--- src/rtl/irq_pkg.sv ---
package irq_pkg;
  typedef enum logic [1:0] {
    ST_IDLE,
    ST_FLUSH,
    ST_VECTOR,
    ST_RESTORE
  } seq_state_e;

  localparam int REG_CTL      = 0;
  localparam int REG_CORE_FLG = 1;
  localparam int REG_PEN_BASE = 2;
  localparam int REG_PFL_BASE = 5;
  localparam int BIT_GEN      = 7;
  localparam int BIT_PGEN     = 6;
endpackage

--- src/rtl/irq_edge_sync.sv ---
module irq_edge_sync #(
  parameter int W = 24
) (
  input  logic         clk,
  input  logic         rst,
  input  logic [W-1:0] async_in,
  output logic [W-1:0] rise
);
  for (genvar i = 0; i < W; i++) begin : g_bit
    logic s1_q, s2_q, s3_q;
    always_ff @(posedge clk) begin
      if (rst) begin
        s1_q <= 1'b0;
        s2_q <= 1'b0;
        s3_q <= 1'b0;
      end else begin
        s1_q <= async_in[i];
        s2_q <= s1_q;
        s3_q <= s2_q;
      end
    end
    assign rise[i] = s2_q & ~s3_q;
  end
endmodule

--- src/rtl/irq_src_regs.sv ---
module irq_src_regs
  import irq_pkg::*;
#(
  parameter int NC = 4,
  parameter int NG = 3,
  parameter int DW = 8,
  parameter int AW = 3
) (
  input  logic           clk,
  input  logic           rst,
  input  logic [NC-1:0]  core_evt,
  input  logic [NG*DW-1:0] per_rise,
  input  logic           reg_wr,
  input  logic [AW-1:0]  reg_addr,
  input  logic [DW-1:0]  reg_wdata,
  input  logic           gen_clr,
  input  logic           gen_set,
  output logic [DW-1:0]  reg_rdata,
  output logic           gen,
  output logic           pending
);
  localparam int NPS = NG * DW;

  logic          gen_q, pgen_q;
  logic [NC-1:0] cen_q, cflg_q;
  logic [NPS-1:0] pen_flat, pflg_flat;

  wire wr_ctl  = reg_wr && (reg_addr == AW'(REG_CTL));
  wire wr_cflg = reg_wr && (reg_addr == AW'(REG_CORE_FLG));

  always_ff @(posedge clk) begin
    if (rst) begin
      gen_q  <= 1'b0;
      pgen_q <= 1'b0;
      cen_q  <= '0;
    end else begin
      if (wr_ctl) begin
        gen_q  <= reg_wdata[BIT_GEN];
        pgen_q <= reg_wdata[BIT_PGEN];
        cen_q  <= reg_wdata[NC-1:0];
      end
      if (gen_clr)      gen_q <= 1'b0;
      else if (gen_set) gen_q <= 1'b1;
    end
  end

  always_ff @(posedge clk) begin
    if (rst) cflg_q <= '0;
    else     cflg_q <= (wr_cflg ? reg_wdata[NC-1:0] : cflg_q) | core_evt;
  end

  for (genvar g = 0; g < NG; g++) begin : g_grp
    logic [DW-1:0] en_q, flg_q;
    wire wr_en_g  = reg_wr && (reg_addr == AW'(REG_PEN_BASE + g));
    wire wr_flg_g = reg_wr && (reg_addr == AW'(REG_PFL_BASE + g));
    always_ff @(posedge clk) begin
      if (rst) begin
        en_q  <= '0;
        flg_q <= '0;
      end else begin
        if (wr_en_g) en_q <= reg_wdata;
        flg_q <= (wr_flg_g ? reg_wdata : flg_q) | per_rise[g*DW +: DW];
      end
    end
    assign pen_flat[g*DW +: DW]  = en_q;
    assign pflg_flat[g*DW +: DW] = flg_q;
  end

  logic [DW-1:0] rd_mux;
  always_comb begin
    rd_mux = '0;
    if (reg_addr == AW'(REG_CTL)) begin
      rd_mux[NC-1:0]   = cen_q;
      rd_mux[BIT_GEN]  = gen_q;
      rd_mux[BIT_PGEN] = pgen_q;
    end
    if (reg_addr == AW'(REG_CORE_FLG)) rd_mux[NC-1:0] = cflg_q;
    for (int g = 0; g < NG; g++) begin
      if (reg_addr == AW'(REG_PEN_BASE + g)) rd_mux = pen_flat[g*DW +: DW];
      if (reg_addr == AW'(REG_PFL_BASE + g)) rd_mux = pflg_flat[g*DW +: DW];
    end
  end

  always_ff @(posedge clk) begin
    if (rst) reg_rdata <= '0;
    else     reg_rdata <= rd_mux;
  end

  assign gen     = gen_q;
  assign pending = (|(cflg_q & cen_q)) | (pgen_q & (|(pflg_flat & pen_flat)));
endmodule

--- src/rtl/irq_ret_stack.sv ---
module irq_ret_stack #(
  parameter int W     = 15,
  parameter int DEPTH = 16
) (
  input  logic         clk,
  input  logic         rst,
  input  logic         push,
  input  logic [W-1:0] push_data,
  input  logic         pop,
  output logic [W-1:0] pop_data,
  output logic         empty,
  output logic         ovf,
  output logic         unf
);
  localparam int PW = $clog2(DEPTH);
  localparam int CW = $clog2(DEPTH + 1);

  logic [W-1:0]  mem [DEPTH];
  logic [CW-1:0] cnt_q;
  logic          full;

  assign full  = (cnt_q == CW'(DEPTH));
  assign empty = (cnt_q == '0);

  wire do_push = push && !full;
  wire do_pop  = pop && !empty;

  always_ff @(posedge clk) begin
    if (do_push) mem[cnt_q[PW-1:0]] <= push_data;
    if (do_pop)  pop_data <= mem[PW'(cnt_q - CW'(1))];
  end

  always_ff @(posedge clk) begin
    if (rst) begin
      cnt_q <= '0;
      ovf   <= 1'b0;
      unf   <= 1'b0;
    end else begin
      if (do_push)     cnt_q <= cnt_q + CW'(1);
      else if (do_pop) cnt_q <= cnt_q - CW'(1);
      ovf <= push && full;
      unf <= pop && empty;
    end
  end
endmodule

--- src/rtl/irq_ctx_shadow.sv ---
module irq_ctx_shadow #(
  parameter int W = 32
) (
  input  logic         clk,
  input  logic         rst,
  input  logic         save,
  input  logic [W-1:0] save_data,
  output logic [W-1:0] q
);
  always_ff @(posedge clk) begin
    if (rst)       q <= '0;
    else if (save) q <= save_data;
  end
endmodule

--- src/rtl/irq_sequencer.sv ---
module irq_sequencer
  import irq_pkg::*;
#(
  parameter int NC        = 4,
  parameter int NG        = 3,
  parameter int DW        = 8,
  parameter int AW        = 3,
  parameter int PCW       = 15,
  parameter int CTXW      = 32,
  parameter int STK_DEPTH = 16,
  parameter logic [PCW-1:0] VEC = PCW'(4)
) (
  input  logic             clk,
  input  logic             rst,
  input  logic [NC-1:0]    core_evt,
  input  logic [NG*DW-1:0] per_evt,
  input  logic             reg_wr,
  input  logic [AW-1:0]    reg_addr,
  input  logic [DW-1:0]    reg_wdata,
  output logic [DW-1:0]    reg_rdata,
  input  logic [PCW-1:0]   cpu_pc,
  input  logic [CTXW-1:0]  cpu_ctx,
  input  logic             ret_req,
  output logic             flush,
  output logic             pc_load,
  output logic [PCW-1:0]   pc_next,
  output logic             ctx_restore,
  output logic [CTXW-1:0]  ctx_out,
  output logic             stk_ovf,
  output logic             stk_unf
);
  seq_state_e state_q, state_d;
  logic [NG*DW-1:0] per_rise;
  logic gen_q, pending, stk_empty;
  logic [PCW-1:0] stk_data;

  wire idle   = (state_q == ST_IDLE);
  wire take   = idle && !ret_req && gen_q && pending;
  wire do_ret = idle && ret_req;

  irq_edge_sync #(.W(NG*DW)) u_sync (
    .clk(clk), .rst(rst), .async_in(per_evt), .rise(per_rise)
  );

  irq_src_regs #(.NC(NC), .NG(NG), .DW(DW), .AW(AW)) u_regs (
    .clk(clk), .rst(rst), .core_evt(core_evt), .per_rise(per_rise),
    .reg_wr(reg_wr), .reg_addr(reg_addr), .reg_wdata(reg_wdata),
    .gen_clr(take), .gen_set(state_q == ST_RESTORE),
    .reg_rdata(reg_rdata), .gen(gen_q), .pending(pending)
  );

  irq_ret_stack #(.W(PCW), .DEPTH(STK_DEPTH)) u_stack (
    .clk(clk), .rst(rst), .push(take), .push_data(cpu_pc),
    .pop(do_ret), .pop_data(stk_data), .empty(stk_empty),
    .ovf(stk_ovf), .unf(stk_unf)
  );

  irq_ctx_shadow #(.W(CTXW)) u_shadow (
    .clk(clk), .rst(rst), .save(take), .save_data(cpu_ctx), .q(ctx_out)
  );

  always_comb begin
    state_d = state_q;
    case (state_q)
      ST_IDLE: begin
        if (take)                     state_d = ST_FLUSH;
        else if (do_ret && !stk_empty) state_d = ST_RESTORE;
      end
      ST_FLUSH:   state_d = ST_VECTOR;
      ST_VECTOR:  state_d = ST_IDLE;
      ST_RESTORE: state_d = ST_IDLE;
      default:    state_d = ST_IDLE;
    endcase
  end

  always_ff @(posedge clk) begin
    if (rst) state_q <= ST_IDLE;
    else     state_q <= state_d;
  end

  assign flush       = (state_q == ST_FLUSH);
  assign pc_load     = (state_q == ST_VECTOR) || (state_q == ST_RESTORE);
  assign ctx_restore = (state_q == ST_RESTORE);
  assign pc_next     = (state_q == ST_VECTOR) ? VEC : stk_data;
endmodule

--- config.mk ---
export PLATFORM = sky130hd
export DESIGN_NAME = irq_sequencer
export DESIGN_NICKNAME = d
export VERILOG_FILES = /design/src/rtl/irq_pkg.sv /design/src/rtl/irq_edge_sync.sv /design/src/rtl/irq_src_regs.sv /design/src/rtl/irq_ret_stack.sv /design/src/rtl/irq_ctx_shadow.sv /design/src/rtl/irq_sequencer.sv
export SDC_FILE = /design/constraint.sdc
export NUM_CORES = 1
export LEC_CHECK = 0
export ABC_AREA = 0
export BUFFER_PORTS_ARGS = -buffer_cell sky130_fd_sc_hd__buf_2
export CORE_MARGIN = 2
export CORE_UTILIZATION = 59
export DETAILED_ROUTE_END_ITERATION = 8
export PLACE_DENSITY = 0.87
export SETUP_SLACK_MARGIN = 0.1
export SLEW_MARGIN = 20
export SYNTH_ARGS = -nofsm -noshare
export SYNTH_HDL_FRONTEND = slang
export SYNTH_SLANG_ARGS = --single-unit
--- constraint.sdc ---
create_clock -name clk -period 4 [get_ports clk]
set_input_delay 0.6 -clock clk [delete_from_list [all_inputs] [get_ports clk]]
set_output_delay 0.6 -clock clk [all_outputs]
set_load 0.02 [all_outputs]
==> results of run 1 <==
-- state kept, by name, summed over array words and instances (netlist names) --
register	cells
u_regs.reg_rdata	8
u_stack.mem	240
u_stack.ovf	1
u_sync.g_bit.s2_q	24
u_regs.cflg_q	4
u_stack.unf	1
u_regs.cen_q	4
u_shadow.q	32
u_regs.pgen_q	1
u_sync.g_bit.s1_q	24
u_sync.g_bit.s3_q	24
u_stack.cnt_q	5
u_regs.g_grp.en_q	24
u_regs.g_grp.flg_q	24
u_regs.gen	1
u_stack.pop_data	15
state_q	2
-- area by class of cell --
class | count | area, sq um
clock inverter | 27 | 280
timing repair buffer | 165 | 881
antenna | 1 | 2.50
tap | 378 | 473
sequential | 434 | 11200
multi-input combinational | 603 | 4940
inverter | 9 | 33.8
clock buffer | 53 | 1180
fill | 1781 | 8600
-- cell families after synthesis --
logic type / Yosys count / synth area share
xor+xnor: 3 / 0.00160
compound gates: 108 / 0.0410
buf+inv: 66 / 0.0178
mux: 128 / 0.140
flops: 434 / 0.684
simple gates: 359 / 0.112
fa+ha+maj: 5 / 0.00381
-- final timing paths --
kind                            slack (ns)                     to  cells past startpoint             startpoint
worst max-delay path                  0.72      u_stack.mem[1][1]                      8       u_stack.cnt_q[0]
worst min-delay path                  0.26  u_sync.g_bit[23].s1_q                      2            per_evt[23]
worst max register to register        0.72      u_stack.mem[1][1]                      8       u_stack.cnt_q[0]
worst min register to register        0.43  u_sync.g_bit[11].s2_q                      1  u_sync.g_bit[11].s1_q
-- per-layer routing --
layer / global-route usage / vias to the layer above
li1: - / 4390
met1: 0.338 / 4830
met2: 0.438 / 612
met3: 0.0562 / 114
met4: 0.104 / 2
met5: 0 / -
-- synthesized netlist by cell type (all sizes together) --
library cell,number,area share
and3,6,0.0023
dfxtp,179,0.22
ha,5,0.0038
buf,26,0.0087
a221oi,3,0.0016
o21ai,8,0.0024
edfxtp,255,0.47
a31oi,25,0.0095
mux4,81,0.11
nor3b,1,0.00046
inv,9,0.0021
o211a,1,0.00061
or3b,1,0.00053
nor4,4,0.0024
nor3,14,0.0046
nand4bb,1,0.00069
o22ai,3,0.0011
o221ai,1,0.00053
and2,26,0.0099
nor2,71,0.016
nand3b,1,0.00046
a32oi,1,0.00053
nand2b,32,0.013
a22oi,14,0.0064
mux2i,47,0.029
or2,1,0.00038
a2111oi,1,0.00053
o21a,1,0.00046
xnor2,3,0.0016
nand3,3,0.00091
nand2,110,0.025
or4b,1,0.00084
or3,1,0.00038
nor2b,83,0.032
nand4,1,0.00038
a211oi,7,0.0032
clkbuf,31,0.0071
a21oi,40,0.012
a311oi,3,0.0016
nor4b,2,0.0024
-- power groups by stage --
| stage | clock, uW | sequential (uW) | combinational [uW] |
|---|---|---|---|
| floorplan | 0 | 5180 | 2330 |
| detailed placement | 0 | 5310 | 3000 |
| CTS | 4180 | 5210 | 3060 |
| finish | 4120 | 5220 | 3050 |
| global route | 4340 | 5250 | 3220 |
| global placement | 0 | 5300 | 2850 |
-- through the flow --
stage | worst slack (ns) | instance area [sq um] | utilization
3_3_place_gp | 1.03 | 17600 | 0.636
4_1_cts | 0.722 | 19000 | 0.689
3_5_place_dp | 0.794 | 17600 | 0.636
5_1_grt | 0.581 | 19000 | 0.689
6_report | 0.720 | 19000 | 0.689
2_1_floorplan | 0.369 | 16400 | -
==> flow_summary.toml, run 1 <==
[detailed_routing]
route.detailed.drc = 0
wl_met1_um = 14300
ant_nets = 0
wl_met2_um = 18600
routed_via_density = 5.96
met3WireLength_um = 3350
via_count = 9948
drtIter0Drc = 1073
wire_per_inst_um = 22.6
drtPass1Iterations = 5
wirelength_um = 37700
top_layer_used = "met5"

[place]
dp_hpwl_um = 22900
gp_congestion = 0.969
port_buffers = 149
dp.cells = 1589

[global_route]
grt_max_degree = 90
antenna_found_initial = 2
grt-ovfl-total = 0
grt_pass1_wl_um = 57300
grt_usage = 0.262
grt_pass1_vias = 9850

[critical_path]
worstSetupPathType = "flop to flop"
crit_fanout = 26
cpLargestDelayFamily = "simple AND/OR/NAND/NOR gates"
path_buf_inv = 1
worstPathRequired_ns = 4.15
endpoint_kind = "flop"
path_cells = "inv_1 > ha_2 > nand4bb_1 > and3_1 > a32oi_1 > o21a_1 > nor3_1 > and2_1"
start_kind = "flop"
critPathSlowestCell = "and2_1"
arrival_ns = 3.43
slowest_delay_ns = 0.87

[die]
die_area_sq_um = 29200
core_sq_um = 27600
initial_core_util = 0.595
rows = 61
die_height_um = 171
io_pins = 150
fp.dieW_um = 171

[power]
swShare = 0.276
p_per_area_nw_per_um2 = 651
pwr-share-comb = 0.246
p_seq_frac = 0.421
p_switching_uw = 3430
p_int_uw = 8960
p_leak_uw = 0.00665
p_clk_frac = 0.333
vdd_drop_max_mv = 0.462
power.total_uw = 12400

[clocking]
cts_sinks = 434
clk_pin_slew_ns = 0.06
numCtsBuffers = 43
ctsHoldBuffers = 0
cts_resized = 0
clock-root-buffer = "clkbuf_16"
cts_buffer_depth = 3
cts_tree = "yes"
htree_levels = 2
worstSkewPairLatency_ns = 0.55
postCtsSetupRepairBufs = 0

[timing]
slew_violations = 0
period_needed_ns = 3.28
rsz0062_at_grt = "no"
slew_headroom = 0.273
clock_skew_ns = 0.0223
tightest_slew_ns = 1.09
fin_crit_sh = 0.820
hold_violations = 0
holdWs_ns = 0.259
setup_violations = 0
timing.fmax_mhz = 305
fin_setup_tns_ns = 0

[synth]
synth.cell_area_sq_um = 16400
syn_nets = 1198
ys_seq_area_frac = 0.684
synth_warnings = 0
synthDistinctLibCells = 49
syn_inst = 1103
synth-seq-cells = 434
synth.avg_cell_area_sq_um = 14.9

[finish]
fin_cells = 1670
mostFrequentLayoutCell = "edfxtp_1"
drive_gt1_frac = 0.256
synthToLayoutAreaGrowth_pct = 15.8
nNetsFinal = 1351
mostFrequentLayoutCells = "edfxtp_1, dfxtp_1, buf_2"

[run_status]
outcome = "completed"

[min_path]
hold_class = "primary input to flop"

[run]
drv_cap = 0
Note: power is estimated with default switching activity, not from simulation.
==> run 2, diff against run 1 <==
--- a/config.mk
+++ b/config.mk
@@ -8,9 +8,9 @@
 export ABC_AREA = 0
 export BUFFER_PORTS_ARGS = -buffer_cell sky130_fd_sc_hd__buf_2
 export CORE_MARGIN = 2
-export CORE_UTILIZATION = 59
+export CORE_UTILIZATION = 53
 export DETAILED_ROUTE_END_ITERATION = 8
-export PLACE_DENSITY = 0.87
+export PLACE_DENSITY = 0.83
 export SETUP_SLACK_MARGIN = 0.1
 export SLEW_MARGIN = 20
 export SYNTH_ARGS = -nofsm -noshare
==> constraint.sdc (replaced) <==
create_clock -name clk -period 2.9 [get_ports clk]
set_input_delay 0.435 -clock clk [delete_from_list [all_inputs] [get_ports clk]]
set_output_delay 0.435 -clock clk [all_outputs]
set_load 0.02 [all_outputs]
==> run 2 against run 1 <==
  * Combinational power is 48% higher
  * Setup slack got worse by 0.45 ns
  * Final cell count increased by 1.6%
  * Clock-buffer cell count increased by 4
  * Die area increased by 11%
  * Routed wire length rose by 1.9%
  * Flip-flop and latch count unchanged
  * Via count is 1.3% higher
  * Core utilization is 6.2 points lower
  * Total power increased by 39%
  * First-iteration DRC count rose by 17%
  * Clock skew grew 0.0036 ns
  * Critical endpoint is now u_stack.mem[11][10]
==> flow_summary.toml, run 2 (synthesis results as in run 1) <==
[run_status]
outcome = "completed"

[finish]
mostFrequentLayoutCell = "edfxtp_1"
drive_gt1_frac = 0.264
fillCellCount = 2155
synthToLayoutAreaGrowth_pct = 16.7
nNetsFinal = 1362
mostFrequentLayoutCells = "edfxtp_1, dfxtp_1, buf_2"
regArea_sq_um = 11200
multi_input_area_sq_um = 4960
largest_register_ffs = 240
fin_cells = 1697
final_util = 0.627

[die]
fp.dieW_um = 180
core_sq_um = 30600
io_pins = 150
initial_core_util = 0.537
die_height_um = 180
die_area_sq_um = 32400
rows = 64

[critical_path]
crit_fanout = 15
arrival_ns = 2.78
start_kind = "flop"
r2r_start = "u_stack.cnt_q[1]"
cp-startpoint = "u_stack.cnt_q[1]"
endpoint_kind = "flop"
worstSetupPathType = "flop to flop"
worstPathRequired_ns = 3.05

[min_path]
hold_class = "primary input to flop"
hold_start = "per_evt[0]"

[detailed_routing]
routed_via_density = 5.94
drtIter0Drc = 1258
ant_nets = 0
drtPass1Iterations = 7
route.detailed.drc = 0
wirelength_um = 38400
wire_per_inst_um = 22.6
via_count = 10100

[timing]
slew_violations = 0
fin_setup_tns_ns = 0
tightest_slew_ns = 0.870
holdWs_ns = 0.0971
clock_skew_ns = 0.0259
slew_headroom = 0.418
hold_violations = 0
fin_crit_sh = 0.906
rsz0062_at_grt = "no"
period_needed_ns = 2.63
setup_violations = 0
timing.fmax_mhz = 380

[power]
vdd_drop_max_mv = 0.758
p_switching_uw = 4820
power.total_uw = 17200
p_seq_frac = 0.410
p_int_uw = 12400
p_leak_uw = 0.00670
p_clk_frac = 0.328
pwr-share-comb = 0.262
p_per_area_nw_per_um2 = 899
swShare = 0.280

[place]
gp_congestion = 0.981
dp.cells = 1617
dp_hpwl_um = 24000
port_buffers = 149

[global_route]
grt_pass1_wl_um = 59600
grt-ovfl-total = 0
grt_max_degree = 69
grt_usage = 0.237
grt_pass1_vias = 10200
antenna_found_initial = 2

[clocking]
worstSkewPairLatency_ns = 0.54
clk_pin_slew_ns = 0.06
cts_tree = "yes"
htree_levels = 2
cts_buffer_depth = 3
cts_sinks = 434
clock-root-buffer = "clkbuf_16"
numCtsBuffers = 44

[run]
drv_cap = 0
## run 2: cell types whose count changed in the layout (fill, tap and decap cells not counted), sizes merged
cell / change
clkinvlp: +1
buf: +10
clkbuf: +4
clkinv: -3
inv: -3
## run 2: metrics by stage
step	setup slack [ns]	cell area, sq um
5_1_grt	0.112	19200
2_1_floorplan	0.193	16500
6_report	0.272	19200
3_3_place_gp	0.289	17700
4_1_cts	0.114	19200
3_5_place_dp	0.164	17700
## run 2: power by group through the flow
stage	registers (uW)	logic (uW)	clock network [uW]
5_1_grt	7080	4790	5980
3_3_place_gp	7180	4260	0
4_1_cts	7060	4550	5740
3_5_place_dp	7190	4480	0
2_1_floorplan	7150	3220	0
6_report	7060	4520	5660
## run 2: what timing repair did
action                                  4_1_cts  5_1_grt
setup buffers                                 0        0
resized for setup                             0        8
endpoints found under the setup margin        0      135
hold buffers                                  0        0
## run 2: cell type report
| class | count | share of cell area |
|---|---|---|
| Clock buffer | 57 | 0.0616 |
| Timing Repair Buffer | 175 | 0.0518 |
| Clock inverter | 22 | 0.0139 |
| Tap cell | 396 | 0.0258 |
| Inverter | 9 | 0.00176 |
| Sequential cell | 434 | 0.586 |
| Antenna cell | 1 | 0.000130 |
| Multi-Input combinational cell | 603 | 0.259 |
## run 2: worst paths after layout
path | to | slack, ns | cells past startpoint
setup reg to reg | u_stack.mem[11][10] | 0.27 | 8
setup / recovery | u_stack.mem[11][10] | 0.27 | 8
hold / removal | u_sync.g_bit[0].s1_q | 0.1 | 2
hold reg to reg | u_sync.g_bit[23].s2_q | 0.43 | 1
## run 2: metal layers
layer  global-route usage  vias to the layer above  share of wire
li1                     -                     4412              -
met1                0.314                     4929           0.39
met2                0.392                      639           0.48
met3               0.0426                       99          0.089
met4               0.0952                        2          0.038
met5                    0                        -        0.00034
## run 2: critical path, stage by stage, from the launching register on
cell and delay, ns:
dfxtp_1 0.42, inv_1 0.16, ha_2 0.24, nand4bb_1 0.16
and3_1 0.18, a32oi_1 0.09, o21a_1 0.17, buf_4 0.16
nor3_4 0.67
==> run 3, diff against run 2 <==
--- a/config.mk
+++ b/config.mk
@@ -11,6 +11,7 @@
 export CORE_UTILIZATION = 53
 export DETAILED_ROUTE_END_ITERATION = 8
 export PLACE_DENSITY = 0.83
+export RECOVER_POWER = 25
 export SETUP_SLACK_MARGIN = 0.1
 export SLEW_MARGIN = 20
 export SYNTH_ARGS = -nofsm -noshare
==> run 3 against run 2 <==
  * Final cell count stayed put
  * Routed wire length is 0.22% lower
  * Worst hold slack better by 0.00085 ns
  * First-iteration DRC count is 5.1% higher
  * Setup slack better by 0.024 ns
==> flow_summary.toml, run 3 (synthesis results as in run 1) <==
[run_status]
outcome = "completed"

[die]
initial_core_util = 0.537
core_sq_um = 30600
die_area_sq_um = 32400
rows = 64
io_pins = 150
die_height_um = 180
fp.dieW_um = 180

[min_path]
whs_endpoint = "u_sync.g_bit[0].s1_q"
hold_start = "per_evt[0]"
min_path_cells = 2
hold_class = "primary input to flop"

[finish]
mostFrequentLayoutCells = "edfxtp_1, dfxtp_1, buf_2"
nNetsFinal = 1362
mostFrequentLayoutCell = "edfxtp_1"
synthToLayoutAreaGrowth_pct = 16.6
fin_cells = 1697
drive_gt1_frac = 0.253
largest_register_ffs = 240
final_util = 0.626

[global_route]
grt-ovfl-total = 0
grt_pass1_wl_um = 59600
grt_max_degree = 69
antenna_found_initial = 2
grt_usage = 0.237
grt_pass1_vias = 10200

[timing]
fin_crit_sh = 0.898
hold_violations = 0
setup_violations = 0
clock_skew_ns = 0.0257
period_needed_ns = 2.60
slew_violations = 0
slew_headroom = 0.429
fin_setup_tns_ns = 0
holdWs_ns = 0.0979
rsz0062_at_grt = "no"
tightest_slew_ns = 0.852
timing.fmax_mhz = 384

[place]
dp_hpwl_um = 24000
port_buffers = 149
dp.cells = 1617
gp_congestion = 0.981

[power]
vdd_drop_max_mv = 0.753
power.total_uw = 17200
p_per_area_nw_per_um2 = 900
p_leak_uw = 0.00667

[critical_path]
crit_fanout = 9
r2r_start = "u_stack.cnt_q[1]"
path_cells = "inv_1 > ha_2 > nand4bb_1 > and3_1 > a32oi_1 > o21a_1 > buf_4 > nor4_4 > buf_4"
reg2reg_depth = 9
arrival_ns = 2.82
worstSetupPathType = "flop to flop"
r2r-end = "u_stack.mem[3][10]"
slowest_delay_ns = 0.42
reg2reg_slack_ns = 0.30
endpoint_kind = "flop"
path_depth = 9
start_kind = "flop"
cpLargestDelayFamily = "simple AND/OR/NAND/NOR gates"
crit_top_cell = "buf_4"
worstPathRequired_ns = 3.12
path_buf_inv = 3
critPathSlowestCell = "dfxtp_1"

[detailed_routing]
drtIter0Drc = 1322
routed_via_density = 5.92
wire_per_inst_um = 22.6
wirelength_um = 38300
drtPass1Iterations = 5
via_count = 10100
route.detailed.drc = 0
ant_nets = 0

[clocking]
clk_pin_slew_ns = 0.06
cts_buffer_depth = 3
numCtsBuffers = 44
clock-root-buffer = "clkbuf_16"
cts_tree = "yes"
htree_levels = 2
cts_sinks = 434
worstSkewPairLatency_ns = 0.54

[run]
drv_cap = 0
## run 3: changes by cell type in the layout (fill, tap and decap cells not counted), sizes merged
cell | previous run | this run
clkbuf | 57 | 71
buf | 175 | 161
## run 3: what timing repair did
item	4_1_cts	5_1_grt
endpoints found under the setup margin	0	135
resized for setup	0	8
setup buffers	0	0
hold buffers	0	0
## run 3: cell type report
cell class	count	area [sq um]
repair buffers	175	976
inverters	9	33.8
flip-flops and latches	434	11200
fillers	2165	11400
clock buffers	57	1180
diodes	1	2.50
well taps	396	495
clock inverters	22	267
multi-input cells	603	4960
## run 3: layer usage
layer	GRT usage	share of wire	up-vias
li1	-	-	4416
met1	0.314	0.39	4963
met2	0.392	0.49	574
met3	0.0426	0.085	98
met4	0.0952	0.038	2
met5	0	0.00034	-
## run 3: through the flow
stage	setup slack (ns)	area, sq um
5_1_grt	0.112	19200
4_1_cts	0.114	19200
3_3_place_gp	0.289	17700
6_report	0.296	19200
3_5_place_dp	0.164	17700
2_1_floorplan	0.193	16500
## run 3: worst max path at each step
stage / endpoint / from / slack, ns
finish: u_stack.mem[3][10] / u_stack.cnt_q[1] / 0.30
floorplan: u_stack.pop_data[0] / u_stack.cnt_q[0] / 0.19
detailed placement: u_stack.mem[10][5] / u_stack.cnt_q[1] / 0.16
global route: u_stack.mem[11][10] / u_stack.cnt_q[1] / 0.11
CTS: u_stack.mem[2][11] / u_stack.cnt_q[1] / 0.11
global placement: u_stack.mem[10][5] / u_stack.cnt_q[1] / 0.29
## run 3: worst register-to-register path, stage by stage, from the launching register on
cell       delay (ns)
dfxtp_1          0.42
inv_1            0.16
ha_2             0.24
nand4bb_1        0.16
and3_1           0.17
a32oi_1          0.08
o21a_1           0.17
buf_4            0.16
nor4_4           0.39
buf_4            0.33
## run 3: power by group
group	internal [uW]	switching, uW
sequential	6920	143
clock	3340	2320
combinational	2160	2360
total	12400	4820
